### config.mk
export PLATFORM = sky130hd
export DESIGN_NAME = iso_rx_filter
export DESIGN_NICKNAME = d
export VERILOG_FILES = /design/src/rtl/iso_filt_pkg.sv /design/src/rtl/iso_filt_reg.sv /design/src/rtl/iso_filt_port_match.sv /design/src/rtl/iso_filt_decide.sv /design/src/rtl/iso_rx_filter.sv
export SDC_FILE = /design/constraint.sdc
export NUM_CORES = 1
export LEC_CHECK = 0
export BUFFER_PORTS_ARGS = -buffer_cell sky130_fd_sc_hd__buf_2
export CAP_MARGIN = 20
export CORE_MARGIN = 1
export CORE_UTILIZATION = 37
export CTS_BUF_LIST = sky130_fd_sc_hd__clkbuf_8
export CTS_CLUSTER_DIAMETER = 60
export CTS_CLUSTER_SIZE = 28
export DETAILED_ROUTE_END_ITERATION = 8
export PLACE_DENSITY_LB_ADDON = 0.3
export SKIP_CTS_REPAIR_TIMING = 1
export SYNTH_ARGS = -nofsm -noshare
export SYNTH_HDL_FRONTEND = slang
export SYNTH_HIERARCHICAL = 1
export SYNTH_SLANG_ARGS = --single-unit
### constraint.sdc
create_clock -name clk -period 1.2 [get_ports clk]
set_clock_uncertainty 0.1 [all_clocks]
set_input_delay 0.12 -clock clk [delete_from_list [all_inputs] [get_ports clk]]
set_output_delay 0.12 -clock clk [all_outputs]
set_load 0.01 [all_outputs]
### src/rtl/iso_filt_pkg.sv
package iso_filt_pkg;
   localparam int ISO_DATA_W   = 32;
   localparam int ISO_ADDR_W   = 8;
   localparam int ISO_TAG_W    = 2;
   localparam int ISO_CHAN_W   = 6;
   localparam int ISO_SLOTS    = 2;
   localparam logic [ISO_ADDR_W-1:0] ISO_REG_ADDR = 8'h18;

   // Most significant data line of slot p's byte (slot 0 leads the word).
   function automatic int slot_top(input int data_w, input int slot_w, input int p);
      return data_w - 1 - p * slot_w;
   endfunction
endpackage

### src/rtl/iso_filt_reg.sv
module iso_filt_reg
   import iso_filt_pkg::*;
#(
   parameter int DATA_W = ISO_DATA_W,
   parameter int ADDR_W = ISO_ADDR_W,
   parameter int FLD_W  = 16,
   parameter logic [ADDR_W-1:0] REG_ADDR = ISO_REG_ADDR
) (
   input  logic              clk,
   input  logic              rst_n,
   input  logic              host_wr,
   input  logic [ADDR_W-1:0] host_addr,
   input  logic [DATA_W-1:0] host_wdata,
   output logic [DATA_W-1:0] host_rdata,
   output logic [FLD_W-1:0]  fld_q
);
   logic sel;
   assign sel = (host_addr == REG_ADDR);

   always_ff @(posedge clk or negedge rst_n) begin
      if (!rst_n)              fld_q <= '0;
      else if (host_wr && sel) fld_q <= host_wdata[DATA_W-1 -: FLD_W];
   end

   always_comb begin
      host_rdata = '0;
      if (sel) host_rdata[DATA_W-1 -: FLD_W] = fld_q;
   end

   AST_WRITE_LANDS: assert property (@(posedge clk) disable iff (!rst_n)
      (host_wr && sel) |=> (fld_q == $past(host_wdata[DATA_W-1 -: FLD_W])));
   AST_FOREIGN_WRITE_IGNORED: assert property (@(posedge clk) disable iff (!rst_n)
      (host_wr && !sel) |=> $stable(fld_q));
endmodule

### src/rtl/iso_filt_port_match.sv
module iso_filt_port_match #(
   parameter int TAG_W  = 2,
   parameter int CHAN_W = 6,
   localparam int SLOT_W = TAG_W + CHAN_W
) (
   input  logic              en,
   input  logic [SLOT_W-1:0] slot,
   input  logic [TAG_W-1:0]  tag,
   input  logic [CHAN_W-1:0] chan,
   output logic              hit
);
   logic tag_eq, chan_eq;
   assign tag_eq  = (slot[SLOT_W-1 -: TAG_W] == tag);
   assign chan_eq = (slot[CHAN_W-1:0] == chan);
   assign hit     = en && tag_eq && chan_eq;
endmodule

### src/rtl/iso_filt_decide.sv
module iso_filt_decide #(
   parameter int NUM_PORTS = 2
) (
   input  logic                 clk,
   input  logic                 rst_n,
   input  logic                 hdr_valid,
   input  logic                 snoop_en,
   input  logic [NUM_PORTS-1:0] raw_hit,
   output logic                 acc_valid,
   output logic                 acc_accept,
   output logic [NUM_PORTS-1:0] acc_hit
);
   logic [NUM_PORTS:0]   seen;
   logic [NUM_PORTS-1:0] pick;

   assign seen[0] = 1'b0;
   for (genvar p = 0; p < NUM_PORTS; p++) begin : g_prio
      assign pick[p]   = raw_hit[p] && !seen[p];
      assign seen[p+1] = seen[p] || raw_hit[p];
   end

   always_ff @(posedge clk or negedge rst_n) begin
      if (!rst_n) begin
         acc_valid  <= 1'b0;
         acc_accept <= 1'b0;
         acc_hit    <= '0;
      end else begin
         acc_valid  <= hdr_valid;
         acc_accept <= hdr_valid && (snoop_en || seen[NUM_PORTS]);
         acc_hit    <= hdr_valid ? pick : '0;
      end
   end

   AST_LATENCY: assert property (@(posedge clk) disable iff (!rst_n)
      hdr_valid |=> acc_valid);
   AST_IDLE_QUIET: assert property (@(posedge clk) disable iff (!rst_n)
      !acc_valid |-> (!acc_accept && acc_hit == '0));
   AST_ONE_WINNER: assert property (@(posedge clk) disable iff (!rst_n)
      $onehot0(acc_hit));
   AST_LOW_SLOT_WINS: assert property (@(posedge clk) disable iff (!rst_n)
      (hdr_valid && raw_hit[0]) |=> acc_hit[0]);
   AST_SNOOP_TAKES_ALL: assert property (@(posedge clk) disable iff (!rst_n)
      (hdr_valid && snoop_en) |=> acc_accept);
   AST_HIT_IMPLIES_ACCEPT: assert property (@(posedge clk) disable iff (!rst_n)
      (acc_hit != '0) |-> acc_accept);
endmodule

### src/rtl/iso_rx_filter.sv
module iso_rx_filter
   import iso_filt_pkg::*;
#(
   parameter int DATA_W    = ISO_DATA_W,
   parameter int ADDR_W    = ISO_ADDR_W,
   parameter int NUM_PORTS = ISO_SLOTS,
   parameter int TAG_W     = ISO_TAG_W,
   parameter int CHAN_W    = ISO_CHAN_W,
   parameter logic [ADDR_W-1:0] REG_ADDR = ISO_REG_ADDR
) (
   input  logic                 clk,
   input  logic                 rst_n,
   input  logic                 host_wr,
   input  logic [ADDR_W-1:0]    host_addr,
   input  logic [DATA_W-1:0]    host_wdata,
   output logic [DATA_W-1:0]    host_rdata,
   input  logic [NUM_PORTS-1:0] port_en,
   input  logic                 snoop_en,
   input  logic                 hdr_valid,
   input  logic [TAG_W-1:0]     hdr_tag,
   input  logic [CHAN_W-1:0]    hdr_chan,
   output logic                 acc_valid,
   output logic                 acc_accept,
   output logic [NUM_PORTS-1:0] acc_hit
);
   localparam int SLOT_W = TAG_W + CHAN_W;
   localparam int FLD_W  = NUM_PORTS * SLOT_W;

   if (NUM_PORTS < 1 || FLD_W > DATA_W) begin : g_bad_fit
      $error("iso_rx_filter: slots do not fit in the filter word");
   end
   if (TAG_W < 1 || CHAN_W < 1) begin : g_bad_width
      $error("iso_rx_filter: tag and channel widths must be positive");
   end

   logic [FLD_W-1:0]     fld_q;
   logic [NUM_PORTS-1:0] raw_hit;

   iso_filt_reg #(
      .DATA_W(DATA_W), .ADDR_W(ADDR_W), .FLD_W(FLD_W), .REG_ADDR(REG_ADDR)
   ) u_reg (
      .clk(clk), .rst_n(rst_n), .host_wr(host_wr), .host_addr(host_addr),
      .host_wdata(host_wdata), .host_rdata(host_rdata), .fld_q(fld_q)
   );

   for (genvar p = 0; p < NUM_PORTS; p++) begin : g_slot
      localparam int TOP = slot_top(FLD_W, SLOT_W, p);
      iso_filt_port_match #(.TAG_W(TAG_W), .CHAN_W(CHAN_W)) u_match (
         .en(port_en[p]), .slot(fld_q[TOP -: SLOT_W]),
         .tag(hdr_tag), .chan(hdr_chan), .hit(raw_hit[p])
      );

      AST_DISABLED_NO_HIT: assert property (@(posedge clk) disable iff (!rst_n)
         (hdr_valid && !port_en[p]) |=> !acc_hit[p]);
   end

   iso_filt_decide #(.NUM_PORTS(NUM_PORTS)) u_decide (
      .clk(clk), .rst_n(rst_n), .hdr_valid(hdr_valid), .snoop_en(snoop_en),
      .raw_hit(raw_hit), .acc_valid(acc_valid), .acc_accept(acc_accept),
      .acc_hit(acc_hit)
   );
endmodule

==> results.yml, run 1 <==
status:
  status: "finished, violations left"
  violations: "negative hold slack, negative setup slack"
finish:
  nets: 255
  syn2layout_area_growth_pct: 67.9
  diodes: 0
  fillers: 257
  drive_gt1_share_pct: 61.3
  final_util_pct: 66.8
  fin_area_sq_mm: 0.00207
synth:
  synth-main-ff-cell: "dfrtp_1"
  ys_warn_count: 6
  synth_edf_count: 0
  synth_top_area_share_pct: 40.5
  ys_seq_area_share_pct: 40.5
  netlist_top_cells_count: "20 x dfrtp_1, 16 x and2_1, 16 x buf_4, 16 x xnor2_1, 10 x mux2_4"
  synthMostInstantiatedCell: "dfrtp_1"
  avgSynthCellArea_sq_um: 12.0
  synthTopCellsByArea: "dfrtp_1 41%, mux2_4 12%, xnor2_1 11%, buf_4 9.7%, and2_1 8.1%"
  yosysTopAreaCell: "dfrtp_1"
  netlist_instances: 103
  ys_ff_latch: 20
  synth.distinct_cells: 21
  synth_area_sq_mm: 0.00123
  synth-async-reset-ratio_pct: 100
global_route:
  grt_remaining_overflow: 0
  antenna_found_initial: 0
  grt_max_degree: 21
  grt_pass1_wl_um: 3910
  grt_use_total_pct: 14.8
  grt_pass1_vias: 892
timing:
  slew_viol_final: 0
  fin_crit_ns: 1.32
  grt_setup_unrepaired: "yes"
  hold_viol: 1
  fin_tns_setup_ns: -1.97
  setup_ws_ns: -0.120
  final-setup-viol-count: 19
  clock.fmax_mhz: 757
  hold_ws_ns: -0.00288
  fin_crit_sh_pct: 110
cts:
  htreeDepth: 1
  clk_latency_ns: 0.26
  root_buffer: "clkbuf_8"
  cts_buffers: 3
  clk_pin_slew_ns: 0.07
  cts_buffer_depth: 2
  clock-sinks: 20
  tritoncts: "built"
floorplanning:
  io_pins: 91
  fp.coreArea_sq_mm: 0.00310
  die_y_um: 59.8
  die-area_sq_mm: 0.00357
  die_w_um: 59.8
  rows: 20
  start_util_pct: 39.8
critical_path:
  worstPathArrival_ns: 1.10
  crit_type: "primary input to output port"
  critPathSlowestCell: "nor4b_4"
  startpoint_type: "primary input"
  path_cells: "buf_6 > nor4b_4 > and3_4 > buf_6 > and2_4 > buf_6"
  cpMostUsedCell: "buf_6"
  max_stage_delay_ns: 0.27
  required_ns: 0.98
  endpoint_kind: "output port"
  crit_fanout: 7
routing:
  wl_um: 2810
  vias: 1010
  viasPerCell: 4.16
  drt_iter0_markers: 10
  dr.pass1.iters: 2
  drc: 0
  wl_per_cell_um: 11.5
  final_antenna_net_count: 0
place:
  pre_cts_slack_ns: -0.232
  portBuffers: 58
  gp_congestion: 0.782
  placed_area_sq_mm: 0.00166
  dp_hpwl_um: 2060
power_and_ir_drop:
  leakage_nw: 1.08
  ir_worst_vdd_mv: 0.881
  power_density_mw_per_mm2: 819
min_path:
  hp-class: "primary input to register"
flow_run:
  cap_viol_max_count: 0
## layout by cell type (no fill, tap or decap)
master,netlist,routed
nor4b_4,1,1
nand3_1,2,2
o31a_1,1,1
mux2_4,10,10
and3b_2,1,1
nor3_2,2,2
nand2_1,2,2
buf_6,1,21
mux2_2,6,6
nor2_1,1,1
dfrtp_1,20,20
buf_4,16,17
conb_1,1,16
clkbuf_8,0,3
dlygate4sd3_1,0,16
xnor2_1,16,16
and3_4,0,1
buf_12,0,1
nand4_4,1,1
nor2b_1,1,1
nand4_1,2,2
and2_4,0,17
buf_2,0,40
bufinv_16,0,1
## cell families after synthesis
logic type / synth area share [%]
AOI/OAI and AO/OA: 0.709
xor gates and xnor gates: 11.3
buffers and inverters: 10.9
DFF: 40.5
muxes: 17.6
other: 0.304
and+or+nand+nor: 18.5
## path summary, 6_finish.rpt
kind	start	endpoint	slack (ns)	depth (start not counted)
worst min register to register	u_reg/fld_q[5]	u_reg/fld_q[5]	0.48	1
worst max-delay path	host_addr[2]	host_rdata[29]	-0.12	6
worst max register to register	u_reg/fld_q[10]	u_decide/acc_accept	-0.10	5
max in group asynchronous	rst_n	u_reg/fld_q[12]	0.45	2
min in group asynchronous	rst_n	u_reg/fld_q[5]	0.24	2
worst min-delay path	host_wdata[17]	u_reg/fld_q[1]	-0.003	2
## sequential cells by signal (all words and copies together), names as in the netlist
register and count:
u_decide/acc_valid 1, u_decide/acc_hit 2, u_reg/fld_q 16, u_decide/acc_accept 1
## final cells by class
type | instances | area, sq um | area share [%]
Timing Repair Buffer | 95 | 744 | 35.9
Clock inverter | 1 | 30.0 | 1.45
Multi-Input combinational cell | 80 | 702 | 33.9
Clock buffer | 3 | 41.3 | 1.99
Sequential cell | 20 | 500 | 24.1
Tap cell | 44 | 55.1 | 2.66
## per-layer routing
metal	part of all wire [%]	wire length, um	vias to the layer above	track usage, %
met5	0	0	-	0
met4	0.68	19	0	2.99
met3	7.8	218	2	4.55
met2	49	1380	53	24.0
met1	42	1190	454	19.6
li1	-	-	501	-
## worst max-delay path: cells and delay by family
kind	cells	cell delay (ns)
and+or+nand+nor	3	0.66
buffers and inverters	3	0.32
## where the power goes
group	leakage, nW	switching [W]	internal (W)
logic	0.776	0.000123	0.000184
clock network	0.0357	0.000222	0.000445
registers	0.273	0.0000207	0.000703
total	1.08	0.000365	0.00133
## stage by stage
stage | hold WS (ns) | total power, W | cells
floorplan | -0.276 | 0.000893 | 118
global placement | -0.0115 | 0.000989 | 221
global route | 0.000953 | 0.00178 | 243
finish | -0.00288 | 0.00170 | 243
detailed placement | -0.00428 | 0.000995 | 221
CTS | -0.292 | 0.00167 | 225
Note: power is estimated with default switching activity, not from simulation.
==> inputs of run 2 (changes only) <==
--- a/config.mk
+++ b/config.mk
@@ -5,10 +5,12 @@
 export SDC_FILE = /design/constraint.sdc
 export NUM_CORES = 1
 export LEC_CHECK = 0
+export ABC_AREA = 1
 export BUFFER_PORTS_ARGS = -buffer_cell sky130_fd_sc_hd__buf_2
 export CAP_MARGIN = 20
+export CORE_ASPECT_RATIO = 0.9
 export CORE_MARGIN = 1
-export CORE_UTILIZATION = 37
+export CORE_UTILIZATION = 40
 export CTS_BUF_LIST = sky130_fd_sc_hd__clkbuf_8
 export CTS_CLUSTER_DIAMETER = 60
 export CTS_CLUSTER_SIZE = 28
==> results.yml, run 2 <==
status:
  status: "finished, violations left"
  violations: "negative setup slack"
synth:
  synth.distinct_cells: 20
  ys_seq_area_share_pct: 34.4
  ys_warn_count: 6
  synth-main-ff-cell: "dfrtp_1"
  synth-async-reset-ratio_pct: 100
  synth-simple-area-share_pct: 39.0
  synthMuxAreaShare_pct: 0
  netlist_top_cells_count: "66 x nand2_1, 41 x inv_1, 23 x nor2_1"
  synth_top_area_share_pct: 34.4
  synthTopCellsByArea: "dfrtp_1 34%, nand2_1 17%, inv_1 11%, buf_4 9.3%, nand4_1 6.9%"
  synth-compound-area-share_pct: 1.38
  yosysTopAreaCell: "dfrtp_1"
  synth_area_sq_mm: 0.00145
  synth_adder_area_share_pct: 0
  synthMostInstantiatedCell: "nand2_1"
  synth_xor_area_share_pct: 2.41
  netlist_instances: 213
  synth_top_family_by_area: "simple AND/OR/NAND/NOR gates"
  ys_ff_latch: 20
  avgSynthCellArea_sq_um: 6.83
  synth_edf_count: 0
power_and_ir_drop:
  p_clk_share_pct: 39.2
  p_total_w: 0.00169
  p_int_w: 0.00128
  p_sw_w: 0.000409
  combPwrFrac_pct: 17.5
  power_density_mw_per_mm2: 874
  swShare_pct: 24.2
  ir_worst_vdd_mv: 0.674
  leakage_nw: 1.14
  pwr-share-seq_pct: 43.3
global_route:
  grt_pass1_vias: 1196
  antenna_found_initial: 0
  grt_use_total_pct: 17.0
  grt_max_degree: 21
  grt_pass1_wl_um: 5010
  grt_remaining_overflow: 0
routing:
  vias: 1371
  drc: 0
  wl_per_cell_um: 9.38
  final_antenna_net_count: 0
  drt_iter0_markers: 31
  dr.pass1.iters: 4
  viasPerCell: 4.15
  wl_um: 3100
floorplanning:
  fp.coreArea_sq_mm: 0.00343
  die_y_um: 59.2
  io_pins: 91
  start_util_pct: 42.4
  die-area_sq_mm: 0.00388
  rows: 20
  die_w_um: 65.6
finish:
  final_common_cell: "nand2_1"
  seq_area_sq_um: 500
  largest_registers: "u_reg/fld_q (16), u_decide/acc_hit (2)"
  final_cell_mix: "65 x nand2_1, 58 x buf_2, 38 x inv_1"
  nets: 342
  diodes: 0
  fillers: 341
  syn2layout_area_growth_pct: 32.7
  multi_input_area_sq_um: 701
  largest-register: "u_reg/fld_q"
  drive_gt1_share_pct: 33.6
  final_cells: 330
  largest_reg_flops: 16
cts:
  clk_pin_slew_ns: 0.08
  tritoncts: "built"
  clk_latency_ns: 0.26
  htreeDepth: 1
  cts_buffer_depth: 2
  root_buffer: "clkbuf_8"
  clock-sinks: 20
  cts_buffers: 3
critical_path:
  required_ns: 0.98
  worstPathArrival_ns: 1.03
  startpoint_type: "register"
  path_cells: "buf_4 > inv_1 > nor2_1 > buf_2"
  critPathSlowestCell: "dfrtp_1"
  crit_fanout: 4
  endpoint_kind: "output port"
  crit_type: "register to output port"
  max_stage_delay_ns: 0.40
place:
  portBuffers: 58
  dp_hpwl_um: 2430
  gp_congestion: 0.802
  numPlacedInstances: 316
  pre_cts_slack_ns: 0.00890
timing:
  clock.fmax_mhz: 798
  hold_ws_ns: 0.00846
  setup_ws_ns: -0.0535
  fin_crit_sh_pct: 104
  slew_viol_final: 0
  final-setup-viol-count: 4
  hold_viol: 0
  fin_crit_ns: 1.25
  grt_setup_unrepaired: "yes"
flow_run:
  cap_viol_max_count: 0
min_path:
  hp-class: "primary input to register"
==> run 2: cell count changes after synthesis, sizes merged, moves of 3 or more <==
cell / delta
nand2: +68
inv: +43
nor2: +28
and2: -17
mux2: -16
nand4: +13
xnor2: -12
buf: +5
nand3: +3
==> run 2: path summary, 6_finish.rpt <==
check                               start                   to  slack [ns]  depth (start not counted)
max                        u_reg/fld_q[0]       host_rdata[16]       -0.05                          4
min                        host_wdata[26]      u_reg/fld_q[10]       0.008                          3
max reg2reg                u_reg/fld_q[5]  u_decide/acc_hit[1]       -0.03                          7
min reg2reg                u_reg/fld_q[1]       u_reg/fld_q[1]        0.42                          2
max in group asynchronous           rst_n      u_reg/fld_q[13]        0.44                          2
min in group asynchronous           rst_n      u_reg/fld_q[14]        0.24                          2
==> run 2: through the flow <==
| stage | utilization (%) | TNS [ns] | area [sq um] |
|---|---|---|---|
| 3_5_place_dp | 51.0 | 0 | 1750 |
| 2_1_floorplan | - | 0 | 1510 |
| 4_1_cts | 53.1 | -0.126 | 1820 |
| 5_1_grt | 56.3 | -0.715 | 1930 |
| 6_report | 56.3 | -0.113 | 1930 |
| 3_3_place_gp | 51.0 | 0 | 1750 |
==> run 2: critical path, delay by kind of cell, from the launching register on <==
| family | cells | cell delay [ns] |
|---|---|---|
| DFF | 1 | 0.40 |
| buffers and inverters | 3 | 0.29 |
| and+or+nand+nor | 1 | 0.09 |
==> run 2: layout make-up <==
class	instances	area share, %
Tap cell	44	2.85
Clock inverter	1	1.56
Sequential cell	20	25.9
Clock buffer	3	2.14
Multi-Input combinational cell	143	36.3
Timing Repair Buffer	76	22.8
Inverter	43	8.37
==> run 2: cell families after synthesis <==
logic type      Yosys count
simple gates            120
buf+inv                  65
flops                    20
xor+xnor                  4
compound gates            3
other cells               1
==> run 2: per-layer routing <==
layer	up-vias	routed length (um)	global-route usage [%]
met1	587	1430	20.6
met3	4	140	4.23
met5	-	0	0
li1	744	-	-
met2	36	1490	30.6
met4	0	36	3.73
==> run 2: power groups by stage <==
stage	Sequential, W	Clock [W]	Combinational [W]
CTS	0.000729	0.000674	0.000269
floorplan	0.000738	0	0.000190
global placement	0.000741	0	0.000263
detailed placement	0.000742	0	0.000268
finish	0.000730	0.000662	0.000295
global route	0.000734	0.000698	0.000337
==> inputs of run 3 (changes only) <==
==> constraint.sdc (replaced) <==
create_clock -name clk -period 1.2 [get_ports clk]
set_clock_uncertainty 0.1 [all_clocks]
set_input_delay 0.06 -clock clk [delete_from_list [all_inputs] [get_ports clk]]
set_output_delay 0.06 -clock clk [all_outputs]
set_load 0.01 [all_outputs]
==> results.yml, run 3 (synthesized netlist as in run 2, its figures left out) <==
floorplanning:
  die-area_sq_mm: 0.00388
  die_y_um: 59.2
  die_w_um: 65.6
  rows: 20
  start_util_pct: 42.4
  fp.coreArea_sq_mm: 0.00343
  io_pins: 91
cts:
  cts_buffer_depth: 2
  htreeDepth: 1
  clk_pin_slew_ns: 0.08
  clk_latency_ns: 0.26
  tritoncts: "built"
  cts_buffers: 3
  clock-sinks: 20
  root_buffer: "clkbuf_8"
power_and_ir_drop:
  power_density_mw_per_mm2: 846
  ir_worst_vdd_mv: 0.793
  p_int_w: 0.00131
  leakage_nw: 1.20
  p_sw_w: 0.000431
  combPwrFrac_pct: 19.2
  p_clk_share_pct: 38.9
  swShare_pct: 24.7
  pwr-share-seq_pct: 41.8
min_path:
  hold_depth: 3
  hp-class: "primary input to register"
  hold_end: "u_reg/fld_q[12]"
  min_from: "host_wr"
global_route:
  grt_max_degree: 21
  grt_pass1_wl_um: 4840
  antenna_found_initial: 0
  grt_pass1_vias: 1133
  grt_use_total_pct: 16.9
  grt_remaining_overflow: 0
flow_run:
  cap_viol_max_count: 0
finish:
  largest_registers: "u_reg/fld_q (16), u_decide/acc_hit (2)"
  multi_input_area_sq_um: 697
  fillers: 343
  largest_reg_flops: 16
  seq_area_sq_um: 500
  nets: 354
  final_util_pct: 60.1
  drive_gt1_share_pct: 31.2
  diodes: 0
  final_cells: 342
  syn2layout_area_growth_pct: 41.7
  final_cell_mix: "66 x nand2_1, 58 x buf_2, 37 x inv_1"
  final_common_cell: "nand2_1"
  largest-register: "u_reg/fld_q"
critical_path:
  endpoint_kind: "output port"
  critPathSlowestCell: "dfrtp_1"
  worstPathArrival_ns: 1.04
  path_cells: "buf_4 > inv_1 > nor2_1 > buf_2"
  worstRegToRegCells: 7
  crit_family: "flip-flops"
  max_stage_delay_ns: 0.42
  worst-path-buf-inv: 3
  ff2ff_setup_slack_ns: 0.01
  r2r-start: "u_reg/fld_q[5]"
  crit_fanout: 4
  required_ns: 1.04
  crit_type: "register to output port"
  r2r_end: "u_decide/acc_hit[1]"
  startpoint_type: "register"
routing:
  drc: 0
  viasPerCell: 4.27
  dr.pass1.iters: 4
  wl_um: 3290
  drt_iter0_markers: 71
  vias: 1462
  final_antenna_net_count: 0
  wl_per_cell_um: 9.62
timing:
  fin_crit_sh_pct: 99.8
  clock.fmax_mhz: 835
  grt_setup_unrepaired: "yes"
  slew_viol_final: 0
  hold_ws_ns: 0.0283
  fin_crit_ns: 1.20
  hold_viol: 0
  final-setup-viol-count: 0
place:
  dp_hpwl_um: 2470
  portBuffers: 58
  numPlacedInstances: 314
  gp_congestion: 0.828
status:
  status: "finished, final reports clean"
[run 3: through the flow]
step	cell area, sq um	setup TNS [ns]	total power, W	setup slack, ns
after floorplan	1510	0	0.000928	0.159
after global placement	1730	0	0.00100	0.0658
after detailed placement	1730	0	0.00101	0.0576
after CTS	1810	-0.000294	0.00169	-0.000294
after global routing	2060	-0.389	0.00182	-0.117
final	2060	0	0.00174	0.00243
[run 3: worst max path at each step]
stage,start,to,slack (ns),cells past startpoint
floorplan,u_reg/fld_q[3],u_decide/acc_accept,0.16,8
global placement,u_reg/fld_q[1],u_decide/acc_accept,0.07,6
detailed placement,u_reg/fld_q[5],u_decide/acc_hit[1],0.06,7
CTS,u_reg/fld_q[13],host_rdata[29],-0.0003,4
global route,u_reg/fld_q[1],u_decide/acc_hit[1],-0.12,8
finish,u_reg/fld_q[4],host_rdata[20],0.002,4
[run 3: routing by layer]
layer / global-route usage (%) / wire length, um / up-vias
met5: 0 / 0 / -
met4: 6.21 / 52 / 0
met3: 4.81 / 179 / 6
met2: 28.6 / 1610 / 42
met1: 20.6 / 1450 / 642
li1: - / - / 772
[run 3: worst register-to-register path: stages (launching register included)]
cell	delay (ns)
dfrtp_1	0.42
nand2_1	0.07
nand2_1	0.06
nor2_2	0.13
nand3_2	0.10
nor2_4	0.12
nand2_1	0.06
nor2_1	0.07
[run 3: cell type report]
class	count	share of cell area, %
clock buffer	3	2.00
clock inverter	1	1.46
inverter	43	7.84
multi-input combinational	143	33.8
sequential	20	24.3
tap	44	2.67
timing repair buffer	88	27.9
[run 3: power groups by stage]
stage	clock network, W	logic, W	registers (W)
after floorplan	0	0.000190	0.000738
after global placement	0	0.000262	0.000741
after detailed placement	0	0.000267	0.000742
after CTS	0.000696	0.000268	0.000729
after global routing	0.000706	0.000377	0.000734
final	0.000678	0.000335	0.000729
